$ cat src/rtl/sync_cond_pkg.sv
package sync_cond_pkg;
    typedef enum logic [1:0] {
        VS_IDLE = 2'd0,
        VS_WAIT = 2'd1,
        VS_FIRE = 2'd2,
        VS_HOLD = 2'd3
    } vs_state_t;

    localparam int CTRL_W     = 8;
    localparam int DLY_W      = 4;
    localparam int HS_INV_BIT = 4;
    localparam int VS_INV_BIT = 5;
    localparam int FB_INV_BIT = 6;
    localparam int PAL_BIT    = 7;
endpackage

$ cat src/rtl/sc_sync_edge.sv
module sc_sync_edge #(
    parameter int STAGES = 2
) (
    input  logic clk,
    input  logic rst_n,
    input  logic raw,
    input  logic invert,
    output logic level,
    output logic rise
);
    logic [STAGES-1:0] chain;
    logic              prev;

    generate
        if (STAGES == 1) begin : g_single
            always_ff @(posedge clk or negedge rst_n) begin
                if (!rst_n) chain <= '0;
                else        chain <= raw;
            end
        end else begin : g_chain
            always_ff @(posedge clk or negedge rst_n) begin
                if (!rst_n) chain <= '0;
                else        chain <= {chain[STAGES-2:0], raw};
            end
        end
    endgenerate

    assign level = chain[STAGES-1] ^ invert;

    always_ff @(posedge clk or negedge rst_n) begin
        if (!rst_n) prev <= 1'b0;
        else        prev <= level;
    end

    assign rise = level & ~prev;

    AST_RISE_SINGLE: assert property (@(posedge clk) disable iff (!rst_n)
        rise |=> !rise);
endmodule

$ cat src/rtl/sc_vdelay.sv
module sc_vdelay
    import sync_cond_pkg::*;
#(
    parameter int UNIT_SHORT = 8,
    parameter int UNIT_LONG  = 16,
    parameter int DW         = 4
) (
    input  logic          clk,
    input  logic          rst_n,
    input  logic          tick,
    input  logic          mode_long,
    input  logic          vs_rise,
    input  logic [DW-1:0] dly,
    output logic          fire
);
    localparam int PW = (UNIT_LONG > 2) ? $clog2(UNIT_LONG) : 1;
    localparam logic [DW-1:0] FREEZE_CODE = '1;

    vs_state_t     state, nxt;
    logic [PW-1:0] presc;
    logic [PW-1:0] unit_max;
    logic          boundary;
    logic [DW:0]   units;
    logic [DW:0]   target;
    logic          frozen;

    assign frozen   = (dly == FREEZE_CODE);
    assign unit_max = mode_long ? PW'(UNIT_LONG - 1) : PW'(UNIT_SHORT - 1);
    assign boundary = tick && (presc >= unit_max);
    assign target   = (DW+1)'(dly) + (DW+1)'(1);

    // free-running prescaler of reference ticks
    always_ff @(posedge clk or negedge rst_n) begin
        if (!rst_n)      presc <= '0;
        else if (tick)   presc <= (presc >= unit_max) ? '0 : presc + PW'(1);
    end

    // state register
    always_ff @(posedge clk or negedge rst_n) begin
        if (!rst_n) state <= VS_IDLE;
        else        state <= nxt;
    end

    // next state
    always_comb begin
        nxt = state;
        unique case (state)
            VS_IDLE: begin
                if (frozen)       nxt = VS_HOLD;
                else if (vs_rise) nxt = VS_WAIT;
            end
            VS_WAIT: begin
                if (frozen)                            nxt = VS_HOLD;
                else if (boundary && units >= target)  nxt = VS_FIRE;
            end
            VS_FIRE: begin
                nxt = frozen ? VS_HOLD : VS_IDLE;
            end
            VS_HOLD: begin
                if (!frozen) nxt = VS_IDLE;
            end
            default: nxt = VS_IDLE;
        endcase
    end

    // unit counter, live only while waiting
    always_ff @(posedge clk or negedge rst_n) begin
        if (!rst_n)                units <= '0;
        else if (state != VS_WAIT) units <= '0;
        else if (boundary)         units <= units + (DW+1)'(1);
    end

    // outputs
    always_comb begin
        fire = 1'b0;
        unique case (state)
            VS_FIRE: fire = 1'b1;
            default: fire = 1'b0;
        endcase
    end

    AST_FIRE_SINGLE: assert property (@(posedge clk) disable iff (!rst_n)
        fire |=> !fire);
    AST_FIRE_FROM_WAIT: assert property (@(posedge clk) disable iff (!rst_n)
        (state == VS_IDLE || state == VS_HOLD) |=> !fire);
    AST_NO_FIRE_FROZEN: assert property (@(posedge clk) disable iff (!rst_n)
        frozen |=> !fire);
    AST_PRESC_RANGE: assert property (@(posedge clk) disable iff (!rst_n)
        $past(tick) && !$past(mode_long) && $stable(mode_long) |-> presc <= PW'(UNIT_SHORT - 1));
endmodule

$ cat src/rtl/sc_line_cnt.sv
module sc_line_cnt #(
    parameter int W = 9
) (
    input  logic         clk,
    input  logic         rst_n,
    input  logic         clear,
    input  logic         step,
    input  logic         freeze,
    input  logic         rd,
    output logic [W-1:0] snap
);
    localparam logic [W-1:0] CNT_MAX = '1;

    logic [W-1:0] cnt;

    always_ff @(posedge clk or negedge rst_n) begin
        if (!rst_n)                       cnt <= '0;
        else if (!freeze) begin
            if (clear)                    cnt <= '0;
            else if (step && cnt != CNT_MAX) cnt <= cnt + W'(1);
        end
    end

    always_ff @(posedge clk or negedge rst_n) begin
        if (!rst_n)  snap <= '0;
        else if (rd) snap <= cnt;
    end

    AST_SAT_HOLD: assert property (@(posedge clk) disable iff (!rst_n)
        (cnt == CNT_MAX && !clear) |=> cnt == CNT_MAX);
    AST_FREEZE_STABLE: assert property (@(posedge clk) disable iff (!rst_n)
        freeze |=> $stable(cnt));
    AST_CLEAR_ZERO: assert property (@(posedge clk) disable iff (!rst_n)
        (clear && !freeze) |=> cnt == '0);
    AST_NO_SKIP: assert property (@(posedge clk) disable iff (!rst_n)
        !clear |=> (cnt == $past(cnt) || cnt == $past(cnt) + W'(1)));
    AST_SNAP_HELD: assert property (@(posedge clk) disable iff (!rst_n)
        !rd |=> $stable(snap));
endmodule

$ cat src/rtl/ovl_sync_cond.sv
module ovl_sync_cond
    import sync_cond_pkg::*;
#(
    parameter int TICKS_2H = 8,
    parameter int TICKS_1H = 16,
    parameter int LINE_W   = 9,
    parameter int SYNC_STAGES = 2
) (
    input  logic              clk,
    input  logic              rst_n,
    input  logic              ref_tick,
    input  logic              hsync_raw,
    input  logic              vsync_raw,
    input  logic [CTRL_W-1:0] ctrl,
    input  logic              mode_1h,
    input  logic              blank_req,
    input  logic              line_rd,
    output logic [7:0]        line_lo,
    output logic [LINE_W-9:0] line_hi,
    output logic              vsync_dly,
    output logic              rgb_en,
    output logic              fblank,
    output logic              pal_ext
);
    localparam logic [DLY_W-1:0] FREEZE_CODE = '1;

    logic              hs_level, hs_rise;
    logic              vs_level, vs_rise;
    logic              frozen;
    logic              fire;
    logic [LINE_W-1:0] snap;
    logic              blank_cond;
    logic              fb_q;

    assign frozen = (ctrl[DLY_W-1:0] == FREEZE_CODE);

    sc_sync_edge #(.STAGES(SYNC_STAGES)) u_hs (
        .clk(clk), .rst_n(rst_n), .raw(hsync_raw),
        .invert(ctrl[HS_INV_BIT]), .level(hs_level), .rise(hs_rise)
    );

    sc_sync_edge #(.STAGES(SYNC_STAGES)) u_vs (
        .clk(clk), .rst_n(rst_n), .raw(vsync_raw),
        .invert(ctrl[VS_INV_BIT]), .level(vs_level), .rise(vs_rise)
    );

    sc_vdelay #(.UNIT_SHORT(TICKS_2H), .UNIT_LONG(TICKS_1H), .DW(DLY_W)) u_dly (
        .clk(clk), .rst_n(rst_n), .tick(ref_tick), .mode_long(mode_1h),
        .vs_rise(vs_rise), .dly(ctrl[DLY_W-1:0]), .fire(fire)
    );

    sc_line_cnt #(.W(LINE_W)) u_cnt (
        .clk(clk), .rst_n(rst_n), .clear(fire), .step(hs_rise),
        .freeze(frozen), .rd(line_rd), .snap(snap)
    );

    assign blank_cond = vs_level | (blank_req & ~frozen);

    always_ff @(posedge clk or negedge rst_n) begin
        if (!rst_n) fb_q <= 1'b0;
        else        fb_q <= blank_cond ^ ctrl[FB_INV_BIT];
    end

    assign fblank    = fb_q;
    assign vsync_dly = fire;
    assign rgb_en    = ~frozen;
    assign pal_ext   = ctrl[PAL_BIT];
    assign line_lo   = snap[7:0];
    assign line_hi   = snap[LINE_W-1:8];

    AST_FB_RETRACE: assert property (@(posedge clk) disable iff (!rst_n)
        vs_level |=> (fblank != $past(ctrl[FB_INV_BIT])));
    AST_FB_IDLE: assert property (@(posedge clk) disable iff (!rst_n)
        (!vs_level && (frozen || !blank_req)) |=> (fblank == $past(ctrl[FB_INV_BIT])));
    AST_RGB_FROZEN: assert property (@(posedge clk) disable iff (!rst_n)
        vsync_dly |-> $past(!frozen) || $past(vsync_dly) == 1'b0);
endmodule

$ cat config.mk
export PLATFORM = sky130hd
export DESIGN_NAME = ovl_sync_cond
export DESIGN_NICKNAME = d
export VERILOG_FILES = /design/src/rtl/sync_cond_pkg.sv /design/src/rtl/sc_sync_edge.sv /design/src/rtl/sc_vdelay.sv /design/src/rtl/sc_line_cnt.sv /design/src/rtl/ovl_sync_cond.sv
export SDC_FILE = /design/constraint.sdc
export NUM_CORES = 1
export LEC_CHECK = 0
export BUFFER_PORTS_ARGS = -buffer_cell sky130_fd_sc_hd__buf_2
export CORE_ASPECT_RATIO = 1.25
export CORE_MARGIN = 8
export CORE_UTILIZATION = 45
export CTS_CLUSTER_SIZE = 20
export DETAILED_ROUTE_END_ITERATION = 8
export PLACE_DENSITY = 0.66
export SLEW_MARGIN = 20
export SYNTH_ARGS = -nofsm -noshare
export SYNTH_HDL_FRONTEND = slang
export SYNTH_SLANG_ARGS = --single-unit
$ cat constraint.sdc
create_clock -name clk -period 2.7 [get_ports clk]
set_clock_uncertainty 0.2 [all_clocks]
set_input_delay 0.54 -clock clk [delete_from_list [all_inputs] [get_ports clk]]
set_output_delay 0.54 -clock clk [all_outputs]
set_load 0.02 [all_outputs]
==> flow_summary.toml, run 1 <==
[synth]
synth_common_cells = "dfrtp_1, nand2_1, ha_1"
yosysMostFrequentCell = "dfrtp_1"
synthArstFlopShare_pct = 100
synth_ff_type = "dfrtp_1"
synth_edf_count = 0
synth.net_count = 183
synth_top_cell_area_share_pct = 51.5
yosysWarnings = 0
synthDistinctLibCells = 36
synth_top_area_cell = "dfrtp_1"
synthCells = 156
syn_area_per_cell_sq_um = 11.2
ys_ff_latch = 36
ys_seq_area_share_pct = 51.5
synthTopCellsByArea = "dfrtp_1, ha_1, mux2_2"
synthesis.area_sq_um = 1750

[routing]
ant_nets = 0
detail_route.vias_per_cell = 5.55
drtIter0Drc = 56
drt-total-wl_microns = 3260
wl_per_cell_microns = 14.4
vias = 1254
firstDrtPassIters = 4
drc = 0

[worst_setup_path]
rrSetupSlack_ns = 0.41
cp-end-kind = "primary output"
reg2reg_from = "u_cnt.cnt[3]"
rr_endpoint = "u_cnt.cnt[3]"
crit_type = "in2out"
critPathRequiredTime_ns = 1.96
reg2reg_depth = 8
cp_max_fo = 10
critPathArrivalTime_ns = 1.56
start_kind = "primary input"

[grt]
grt-ovfl-total = 0
grt_pass1_wl_microns = 5550
first_global_vias = 1314
grt_usage_pct = 11.4
grt_max_degree = 37
antenna_found_initial = 0

[clocking]
cts_inserted_buffers = 5
postCtsResizedCells = 0
cts_tree = "yes"
h-tree-depth = 2
clock_latency_ns = 0.29
cts_buffer_depth = 2
clock_sinks = 36
hold_buffers = 0
ctsRootBufferMaster = "clkbuf_8"
clkSlewWorstSetupHoldPaths_ns = 0.07
cts_setup_buffers = 0

[status]
status = "complete, no violations"

[final_layout]
multiInputGateArea_sq_um = 801
diodes = 0
n_fill_cell = 353
nets = 212
ff_latch_area_sq_um = 901
syn_to_final_growth_pct = 14.3
drive_gt1_share_pct = 24.7

[floorplanning]
ios = 29
coreArea_sq_um = 3750
initial_core_util_pct = 46.6
rows = 25
die_x_microns = 71.7
fp.dieArea_sq_um = 6150
die_h_microns = 85.7

[timing]
hold_ws_ns = 0.125
finalHoldViolations = 0
fin_crit_ns = 2.30
setup_viol = 0
timing.fmax_ghz = 0.435
slew_viol_final = 0
fin_crit_sh_pct = 85.1
tightest_slew_ns = 0.767
setup_tns_ns = 0
slew_headroom_pct = 48.9
grt_setup_unrepaired = "no"

[hold_path]
hp-class = "in2async"

[placement]
place_congestion = 0.900
hpwl_microns = 2570
port_buffers = 26

[flow_run]
maxCapViolCount = 0

[pwr]
power_density_nw_per_um2 = 779
leakagePower_nw = 1.01
ir_drop_mv = 0.407
## worst max-delay path by stage
stage	from	end	cells after the start
floorplan	ctrl[0]	u_dly.state[1]	8
global placement	ctrl[0]	u_dly.state[1]	8
detailed placement	ctrl[0]	u_dly.state[1]	8
CTS	ctrl[0]	rgb_en	5
global route	u_cnt.cnt[3]	u_cnt.cnt[4]	8
finish	ctrl[0]	rgb_en	5
## flip-flops by register name, summed over array words and instances (netlist names)
name,flops
u_cnt.cnt,9
u_vs.prev,1
u_hs.prev,1
u_dly.state,2
fblank,1
u_dly.units,5
u_dly.presc,4
u_cnt.snap,9
u_vs.chain,2
u_hs.chain,2
## routing by layer
layer	vias up	share of wire, %	global-route usage, %
met5	-	0	0
met4	0	2.9	6.70
met1	608	41	11.9
met3	10	3.9	2.92
li1	612	-	-
met2	24	52	19.9
## cell type report
cell class | instances | area share (%)
sequential | 36 | 45.1
timing repair buffer | 26 | 6.51
tap | 40 | 2.50
multi-input combinational | 109 | 40.1
clock buffer | 8 | 4.51
inverter | 7 | 1.31
## critical path, stage by stage
cell    delay, ns
buf_2        0.12
ha_1         0.21
and3_1       0.29
inv_1        0.20
buf_2        0.20
## cell usage in the layout, fill, tap and decap left out, types with 3 or more instances in the layout
cell,netlist,layout
nand3_1,10,10
mux2i_1,3,3
nand2_1,14,14
xnor2_1,3,3
ha_1,11,11
nand2b_1,5,5
clkbuf_8,0,6
xor2_1,5,5
a21oi_1,3,3
o31ai_1,3,3
inv_1,7,7
and3_1,5,5
o21ai_0,6,6
mux2_2,10,10
buf_2,1,26
nor2_1,8,8
dfrtp_1,36,36
## stage by stage
| step | utilization [%] | worst slack (ns) | total power, mW | instances | instance area (sq um) |
|---|---|---|---|---|---|
| final | 53.2 | 0.401 | 1.56 | 226 | 2000 |
| after floorplan | - | 0.322 | 1.04 | 156 | 1750 |
| after global placement | 50.8 | 0.282 | 1.15 | 218 | 1910 |
| after CTS | 53.2 | 0.395 | 1.58 | 226 | 2000 |
| after global routing | 53.2 | 0.214 | 1.66 | 226 | 2000 |
| after detailed placement | 50.8 | 0.151 | 1.19 | 218 | 1910 |
## report_power, final
group	leakage (nW)	internal (mW)	total (mW)	switching, mW
registers	0.460	0.658	0.764	0.105
clock network	0.0455	0.208	0.386	0.178
logic	0.501	0.182	0.408	0.227
total	1.01	1.05	1.56	0.510
## kinds of logic after synthesis
| logic type | count (synthesis) | synth area share [%] |
|---|---|---|
| mux | 13 | 8.16 |
| buf+inv | 11 | 2.65 |
| xor+xnor | 9 | 4.94 |
| fa+ha+maj | 11 | 7.87 |
| flops | 36 | 51.5 |
| simple gates | 49 | 14.1 |
| compound gates | 27 | 10.7 |
Power figures use the tool's default switching activity.
==> run 2, diff against run 1 <==
clock period = 2.3 ns   (was 2.7 ns; I/O delays follow)
==> flow_summary.toml, run 2 (synthesis gave the netlist of run 1 again) <==
[status]
status = "complete, no violations"

[grt]
grt_usage_pct = 12.0
grt_max_degree = 37
antenna_found_initial = 0
grt-ovfl-total = 0
grt_pass1_wl_microns = 5830
first_global_vias = 1303

[worst_setup_path]
reg2reg_from = "u_cnt.cnt[3]"
start_kind = "flip-flop"
cp_max_fo = 5
crit_type = "reg2reg"
critPathRequiredTime_ns = 2.30
worstSetupStartpoint = "u_cnt.cnt[3]"
rrSetupSlack_ns = 0.18
cp-end-kind = "flip-flop"
critPathArrivalTime_ns = 2.13

[routing]
drt-total-wl_microns = 3390
drc = 0
wl_met2_microns = 1830
wl_met1_microns = 1350
firstDrtPassIters = 4
met3_length_microns = 170
vias = 1284
highest_layer = "met4"
detail_route.vias_per_cell = 5.56
ant_nets = 0
wl_per_cell_microns = 14.7
drtIter0Drc = 69

[pwr]
leakagePower_nw = 1.04
ir_drop_mv = 0.641
power_density_nw_per_um2 = 918

[final_layout]
final_common_cell = "dfrtp_1"
fin_cells = 231
nets = 218
n_fill_cell = 342
syn_to_final_growth_pct = 17.7
drive_gt1_share_pct = 28.3
fin_area_sq_um = 2060
layout_common_cells = "dfrtp_1, buf_2, nand2_1"
largestRegisters = "u_cnt.cnt x9, u_cnt.snap x9, u_dly.units x5"
diodes = 0

[timing]
grt_setup_unrepaired = "no"
setup_tns_ns = 0
finalHoldViolations = 0
timing.fmax_ghz = 0.471
setup_viol = 0
fin_crit_ns = 2.12
fin_crit_sh_pct = 92.2
slew_headroom_pct = 47.8
hold_ws_ns = 0.0525
tightest_slew_ns = 0.783
slew_viol_final = 0

[placement]
port_buffers = 26
hpwl_microns = 2620
place_congestion = 0.800
place_inst = 224
place_area_sq_um = 1950

[floorplanning]
ios = 29
rows = 25
die_x_microns = 71.7
initial_core_util_pct = 46.6
coreArea_sq_um = 3750
fp.dieArea_sq_um = 6150
die_h_microns = 85.7

[clocking]
cts_inserted_buffers = 5
cts_tree = "yes"
clkSlewWorstSetupHoldPaths_ns = 0.07
hold_buffers = 0
ctsRootBufferMaster = "clkbuf_8"
clock_sinks = 36
clock_latency_ns = 0.28
h-tree-depth = 2
cts_buffer_depth = 2

[hold_path]
hp-class = "in2async"

[flow_run]
maxCapViolCount = 0
## run 2: per-stage QoR
stage          total power [mW]  utilization, %  worst slack (ns)
5_1_grt                    2.01            54.8            0.0189
4_1_cts                    1.91            54.6            0.0938
3_3_place_gp               1.39            52.0             0.179
3_5_place_dp               1.43            52.0             0.115
2_1_floorplan              1.22               -           0.00193
6_report                   1.89            54.8             0.178
## run 2: cell type report
type | count | area [sq um] | area share (%)
multi-input cells | 109 | 808 | 39.3
flip-flops and latches | 36 | 901 | 43.8
clock buffers | 7 | 96.3 | 4.68
inverters | 7 | 26.3 | 1.28
repair buffers | 32 | 175 | 8.52
well taps | 40 | 50.0 | 2.43
## run 2: worst max-delay path, cell delays in order, from the launching register on
cell and delay, ns:
dfrtp_1 0.41, and3_1 0.22, nand3_1 0.11, nor2_1 0.06, ha_1 0.20, nor2_4 0.11
a21oi_2 0.09, or4_1 0.48, a21boi_1 0.16
## run 2: final timing paths
check	end	cells after the start
max	u_cnt.cnt[3]	8
min	u_cnt.snap[0]	1
max reg2reg	u_cnt.cnt[3]	8
min reg2reg	u_vs.chain[1]	0
max in group asynchronous	fblank	1
min in group clk	u_hs.chain[0]	1
## run 2: repair_timing
action | 4_1_cts | 5_1_grt
endpoints found under the setup margin | 0 | 7
setup buffers | 0 | 0
hold endpoints to repair | 0 | 0
gates resized for setup | 0 | 2
## run 2: layer usage
layer	global-route usage, %	up-vias
met4	5.03	0
met1	12.4	622
met2	21.5	30
li1	-	626
met5	0	-
met3	3.97	6
## run 2: power by group
part / internal [mW] / switching (mW) / total, mW
clock: 0.267 / 0.208 / 0.474
combinational: 0.244 / 0.293 / 0.537
sequential: 0.773 / 0.104 / 0.877
